### config.mk
export PLATFORM = sky130hd
export DESIGN_NAME = evt_interval_gen
export DESIGN_NICKNAME = d
export VERILOG_FILES = /design/src/rtl/evt_interval_gen.sv
export SDC_FILE = /design/constraint.sdc
export NUM_CORES = 1
export LEC_CHECK = 0
export ABC_AREA = 0
export CAP_MARGIN = 20
export CORE_AREA = 2 2 39 41
export DETAILED_ROUTE_END_ITERATION = 12
export DIE_AREA = 0 0 41 43
export GPL_TIMING_DRIVEN = 1
export HOLD_SLACK_MARGIN = 0.06
export PLACE_DENSITY_LB_ADDON = 0.1
export SYNTH_ARGS = -nofsm -noshare
export SYNTH_HDL_FRONTEND = slang
export SYNTH_SLANG_ARGS = --single-unit
### constraint.sdc
create_clock -name clk -period 0.9 [get_ports clk]
set_clock_uncertainty 0.2 [all_clocks]
set_input_delay 0.135 -clock clk [delete_from_list [all_inputs] [get_ports clk]]
set_output_delay 0.135 -clock clk [all_outputs]
set_load 0.01 [all_outputs]
### src/rtl/evt_interval_gen.sv
`timescale 1ps/1ps
module evt_interval_gen #(
  parameter bit EVT_RISING = 1'b1
) (
  input  logic clk,
  input  logic srst,
  input  logic evt_i,
  input  logic rearm_i,
  output logic interval_o,
  output logic done_o,
  output logic ready_o
);
  logic start_q, hold_q, done_q, armed_q;
  logic evt_lvl, fire, idle;

  assign evt_lvl = EVT_RISING ? evt_i : ~evt_i;
  assign fire    = evt_lvl & armed_q & ~start_q & ~srst;
  assign idle    = ~start_q & ~hold_q & ~done_q;

  always_ff @(posedge clk or posedge fire)
    if (fire)                start_q <= 1'b1;
    else if (srst || hold_q) start_q <= 1'b0;

  always_ff @(posedge clk) begin
    if (srst) begin
      hold_q  <= 1'b0;
      done_q  <= 1'b0;
      armed_q <= 1'b1;
    end else begin
      hold_q <= start_q;
      done_q <= hold_q & ~start_q;
      if (start_q)              armed_q <= 1'b0;
      else if (rearm_i && idle) armed_q <= 1'b1;
    end
  end

  assign interval_o = start_q;
  assign done_o     = done_q;
  assign ready_o    = armed_q & ~start_q;

  a_r3_close_after_hold: assert property (@(posedge clk) disable iff (srst)
    $rose(hold_q) |=> !start_q);
  a_r4_max_two_edges: assert property (@(posedge clk) disable iff (srst)
    (start_q && $past(start_q)) |=> !start_q);
  a_r5_done_one_cycle: assert property (@(posedge clk) disable iff (srst)
    done_q |=> !done_q);
  a_r6_no_start_disarmed: assert property (@(posedge clk) disable iff (srst)
    (!armed_q && !start_q && !rearm_i) |=> !start_q);
  a_r8_reset_clears: assert property (@(posedge clk)
    srst |=> (!hold_q && !done_q));
  a_r8_reset_blocks: assert property (@(posedge clk)
    (srst && $past(srst)) |-> !start_q);
endmodule

# == Yosys cells after proc, flatten, opt, wreduce, memory -nomap -nowiden ==
# Cells that the tools add are included.
# classes
n_bitwise,11
muxes,2
n_reduce_logical,3
# op_table
operator,n
$and A1 B1 Y1,7
$not A1 Y1,4
$mux W1,2
$reduce_bool A2 Y1,1
$logic_and A1 B1 Y1,1
$logic_or A1 B1 Y1,1
# word_totals
out_inout_bits,3
reg_bits,4
in_bits,4
wordCells,20

# == Longest topological paths before layout ==
# depth
ltp_word,6
ltp_mapped,2
mapped_depth_nobuf,2

# == Worst setup path before layout ==
# No wires, ideal clock.
# synth_path
kind,register to register
start,register start_q (netlist: interval_o)
end,register armed_q
t_required_ns,0.573
stages_incl_launch_ff,3
t_arrival_ns,0.975
setup_time_ns,0.127
setup_slack_ns,-0.401
n_path_buf,0
period_less_slack_ns,1.301
cell_sequence,dfstp_2 > nor2b_1 > or3_1
# synth_via
elab_chain_len,5
word_cells_on_any_way,6
classes_between,mux (1); bitwise (3); reduce/logical (2)
# synth_lines
item,line_no,source
"start, declared",13,"logic start_q, hold_q, done_q, armed_q;"
"start signal, assigned",21,if (fire) start_q <= 1'b1;
"start signal, assigned",22,else if (srst || hold_q) start_q <= 1'b0;
$not A1 Y1,18,assign idle = ~start_q & ~hold_q & ~done_q;
$and A1 B1 Y1 (2 in series),18,
$logic_and A1 B1 Y1,33,else if (rearm_i && idle) armed_q <= 1'b1;
$reduce_bool A2 Y1 (no source line),n/a,
"end signal, assigned",28,armed_q <= 1'b1;
"end signal, assigned",32,if (start_q) armed_q <= 1'b0;
"end signal, assigned",33,
"end, declared",13,
# Parallel ways exist; a longest one is shown, timed or not.
# A chain may end at the register's enable or synchronous reset.

# == Worst setup path in the final report ==
# Same ends and word-level chain as after synthesis.

==> impl_metrics.xml <==
<?xml version="1.0" encoding="UTF-8"?>
<metrics>
  <group name="outcome">
    <metric name="result_of_the_run" unit="">finished, violations left</metric>
    <metric name="violations" unit="">negative setup slack</metric>
  </group>
  <group name="setup_path">
    <metric name="path_buf_inv" unit="">1</metric>
    <metric name="worst_setup_path_start_kind" unit="">flop</metric>
    <metric name="rr_worst_depth" unit="">3</metric>
    <metric name="setup.worst_path.end_class" unit="">flop</metric>
    <metric name="worst-setup-path-type" unit="">flop to flop</metric>
    <metric name="critPathSlowestCell" unit="">sky130_fd_sc_hd__dfstp_2</metric>
    <metric name="path_depth" unit="">3</metric>
    <metric name="ordered_list_of_cells_on_the_worst_path" unit="">buf_6 &gt; nor4b_2 &gt; or3_1</metric>
    <metric name="critical_path.top_delay_family" unit="">flip-flops</metric>
    <metric name="worst_path_max_stage_delay" unit="ns">0.55</metric>
    <metric name="cp_data_arrival_time" unit="ns">1.22</metric>
    <metric name="reg_to_reg_slack_setup" unit="ns">-0.41</metric>
    <metric name="cp_data_required_time" unit="ns">0.81</metric>
    <metric name="timing.critical_path.fanout_max" unit="">3</metric>
  </group>
  <group name="grt">
    <metric name="global_route_wire_length_before_repair" unit="um">627</metric>
    <metric name="grt_antenna_before_repair" unit="">0</metric>
    <metric name="grt_overflow" unit="">0</metric>
    <metric name="grt_pass1_vias" unit="">182</metric>
    <metric name="grt_start_max_net_pins" unit="">4</metric>
    <metric name="grt_use_total" unit="%">6.131</metric>
  </group>
  <group name="placed_design">
    <metric name="placement.cell_area" unit="sq um">255.2</metric>
    <metric name="place_congestion" unit="">0.5607</metric>
    <metric name="buffer_ports.inserted" unit="">6</metric>
    <metric name="post-dp-hpwl" unit="um">272.1</metric>
  </group>
  <group name="sta">
    <metric name="hold_violations" unit="">0</metric>
    <metric name="period_share" unit="%">145.2</metric>
    <metric name="slew_headroom" unit="%">86.03</metric>
    <metric name="finalMaxSlewViolations" unit="">0</metric>
    <metric name="period_needed" unit="ns">1.307</metric>
    <metric name="worst_slew_pin_slew" unit="ns">0.2090</metric>
    <metric name="layout_setup_ws" unit="ns">-0.4066</metric>
    <metric name="setup_viol_count_final" unit="">8</metric>
    <metric name="grt_setup_unrepaired" unit="">yes</metric>
    <metric name="max_freq" unit="GHz">0.7653</metric>
  </group>
  <group name="yosys">
    <metric name="syn-num-nets" unit="">16</metric>
    <metric name="postSynthCellCount" unit="">12</metric>
    <metric name="share_of_the_yosys_chip_area_belonging_to_registers" unit="%">63.89</metric>
    <metric name="yosys_warnings" unit="">1</metric>
    <metric name="yosys.cell_types.count" unit="">8</metric>
    <metric name="syn_area_per_cell" unit="sq um">11.26</metric>
    <metric name="synth.ff_latch_count" unit="">4</metric>
    <metric name="synth.cell_area" unit="sq um">135.1</metric>
  </group>
  <group name="clocking">
    <metric name="cts.reportedPaths.clkPinSlew" unit="ns">0.04</metric>
    <metric name="clk_path_buf_depth" unit="">2</metric>
    <metric name="cts_tree" unit="">built</metric>
    <metric name="cts.root.buffer_cell" unit="">sky130_fd_sc_hd__clkbuf_4</metric>
    <metric name="cts.htree.levels" unit="">1</metric>
    <metric name="clk_latency" unit="ns">0.23</metric>
    <metric name="tritoncts_num_sinks" unit="">4</metric>
    <metric name="numCtsBuffers" unit="">3</metric>
  </group>
  <group name="final_layout">
    <metric name="multiInputGateArea" unit="sq um">80.08</metric>
    <metric name="num_antenna_cells" unit="">0</metric>
    <metric name="seq_area" unit="sq um">87.58</metric>
    <metric name="synthToLayoutAreaGrowth" unit="%">135.2</metric>
    <metric name="post-route-cell-area" unit="sq um">317.8</metric>
    <metric name="design.final.nets" unit="">33</metric>
    <metric name="final.fill_count" unit="">165</metric>
    <metric name="layout-drive-gt1-share" unit="%">71.43</metric>
  </group>
  <group name="routing">
    <metric name="detailed_router_s_first_iteration_violation_count" unit="">0</metric>
    <metric name="drc" unit="">0</metric>
    <metric name="ant_nets" unit="">0</metric>
    <metric name="routed_wl" unit="um">387</metric>
    <metric name="vias" unit="">151</metric>
    <metric name="detail_route.first_pass.iterations" unit="">1</metric>
    <metric name="drt-vias-per-instance" unit="">3.432</metric>
    <metric name="detail_route.wl_per_cell" unit="um">8.795</metric>
  </group>
  <group name="floorplan">
    <metric name="floorplan.die_area" unit="sq um">1763</metric>
    <metric name="initial_utilization" unit="%">9.765</metric>
    <metric name="ioPinCount" unit="">7</metric>
    <metric name="chipWidth" unit="um">41</metric>
    <metric name="core_area" unit="sq um">1384</metric>
    <metric name="fp-row-count" unit="">14</metric>
    <metric name="dieHeight" unit="um">43</metric>
  </group>
  <group name="power">
    <metric name="power.total" unit="mW">0.4453</metric>
    <metric name="leakage" unit="nW">0.1340</metric>
    <metric name="power_density" unit="nW/um^2">1401</metric>
    <metric name="vdd_drop_max" unit="mV">0.3015</metric>
  </group>
  <group name="job">
    <metric name="cap_viol_max_count" unit="">0</metric>
  </group>
  <group name="worst_hold_path">
    <metric name="hp-class" unit="">flop to async pin</metric>
  </group>
</metrics>
## kinds of logic after synthesis
group | Yosys count | synth area share, %
and+or+nand+nor | 8 | 36.11
DFF | 4 | 63.89
## final cells by class
| type | instances | share of cell area [%] |
|---|---|---|
| clock buffers | 4 | 8.268 |
| multi-input cells | 8 | 25.20 |
| flip-flops and latches | 4 | 27.56 |
| well taps | 16 | 6.299 |
| repair buffers | 12 | 32.68 |
## where the power goes
group / internal, mW / switching, mW
Combinational: 0.0181 / 0.00868
Clock: 0.166 / 0.0731
Sequential: 0.179 / 0
Total: 0.363 / 0.0818
## flip-flops by register name (all words and copies together), names as in the netlist
signal      cells
armed_q         1
done_o          1
hold_q          1
interval_o      1
## what timing repair did
item	in CTS	in global routing
pin swaps	1	0
setup buffers	1	0
hold endpoints to repair	1	1
resized for setup	23	0
setup endpoints to repair	8	8
## per-stage QoR
stage / TNS [ns] / cells / hold WS (ns) / utilization (%) / setup slack, ns
after floorplan: -0.9027 / 12 / -0.1472 / - / -0.3843
after global placement: -2.640 / 39 / 0.005915 / 18.44 / -0.4888
after detailed placement: -2.621 / 39 / 0.008784 / 18.44 / -0.4934
after CTS: -2.513 / 44 / 0.01130 / 22.97 / -0.4185
after global routing: -2.815 / 44 / 0.03247 / 22.97 / -0.4486
final: -2.443 / 44 / 0.006414 / 22.97 / -0.4066
## Yosys cell counts
| master | instances | area (sq um) |
|---|---|---|
| sky130_fd_sc_hd__dfxtp_1 | 3 | 60.06 |
| sky130_fd_sc_hd__nor2b_1 | 3 | 18.77 |
| sky130_fd_sc_hd__and2_1 | 1 | 6.260 |
| sky130_fd_sc_hd__dfstp_2 | 1 | 26.28 |
| sky130_fd_sc_hd__nand3_1 | 1 | 5.000 |
| sky130_fd_sc_hd__nor2_1 | 1 | 3.750 |
| sky130_fd_sc_hd__nor4b_1 | 1 | 8.760 |
| sky130_fd_sc_hd__or3_1 | 1 | 6.260 |
## per-layer routing
| layer | global-route usage [%] | wire length [um] | up-vias |
|---|---|---|---|
| met5 | 0 | 0 | - |
| met4 | 8.000 | 0 | 0 |
| met3 | 3.141 | 49 | 0 |
| met2 | 9.688 | 227 | 6 |
| met1 | 3.871 | 110 | 72 |
| li1 | - | - | 73 |
## layout by cell type (no fill, tap or decap), drive strengths merged
cell type and count:
buf 9, clkbuf 4, clkdlybuf4s50 3, nor2b 3
dfxtp 3, nor2 1, nand3 1, and2 1
nor4b 1, or3 1, dfstp 1
## path summary, 6_finish.rpt
path | startpoint | endpoint
worst max register to register | interval_o$_DFFE_PP1P_ | armed_q$_SDFFE_PP1P_
worst max-delay path | interval_o$_DFFE_PP1P_ | armed_q$_SDFFE_PP1P_
worst min-delay path | armed_q$_SDFFE_PP1P_ | interval_o$_DFFE_PP1P_
worst min register to register | armed_q$_SDFFE_PP1P_ | interval_o$_DFFE_PP1P_
max in group asynchronous | interval_o$_DFFE_PP1P_ | interval_o$_DFFE_PP1P_
min in group clk | hold_q$_SDFF_PP0_ | interval_o$_DFFE_PP1P_
No activity file was read; power rests on OpenSTA's default activity.
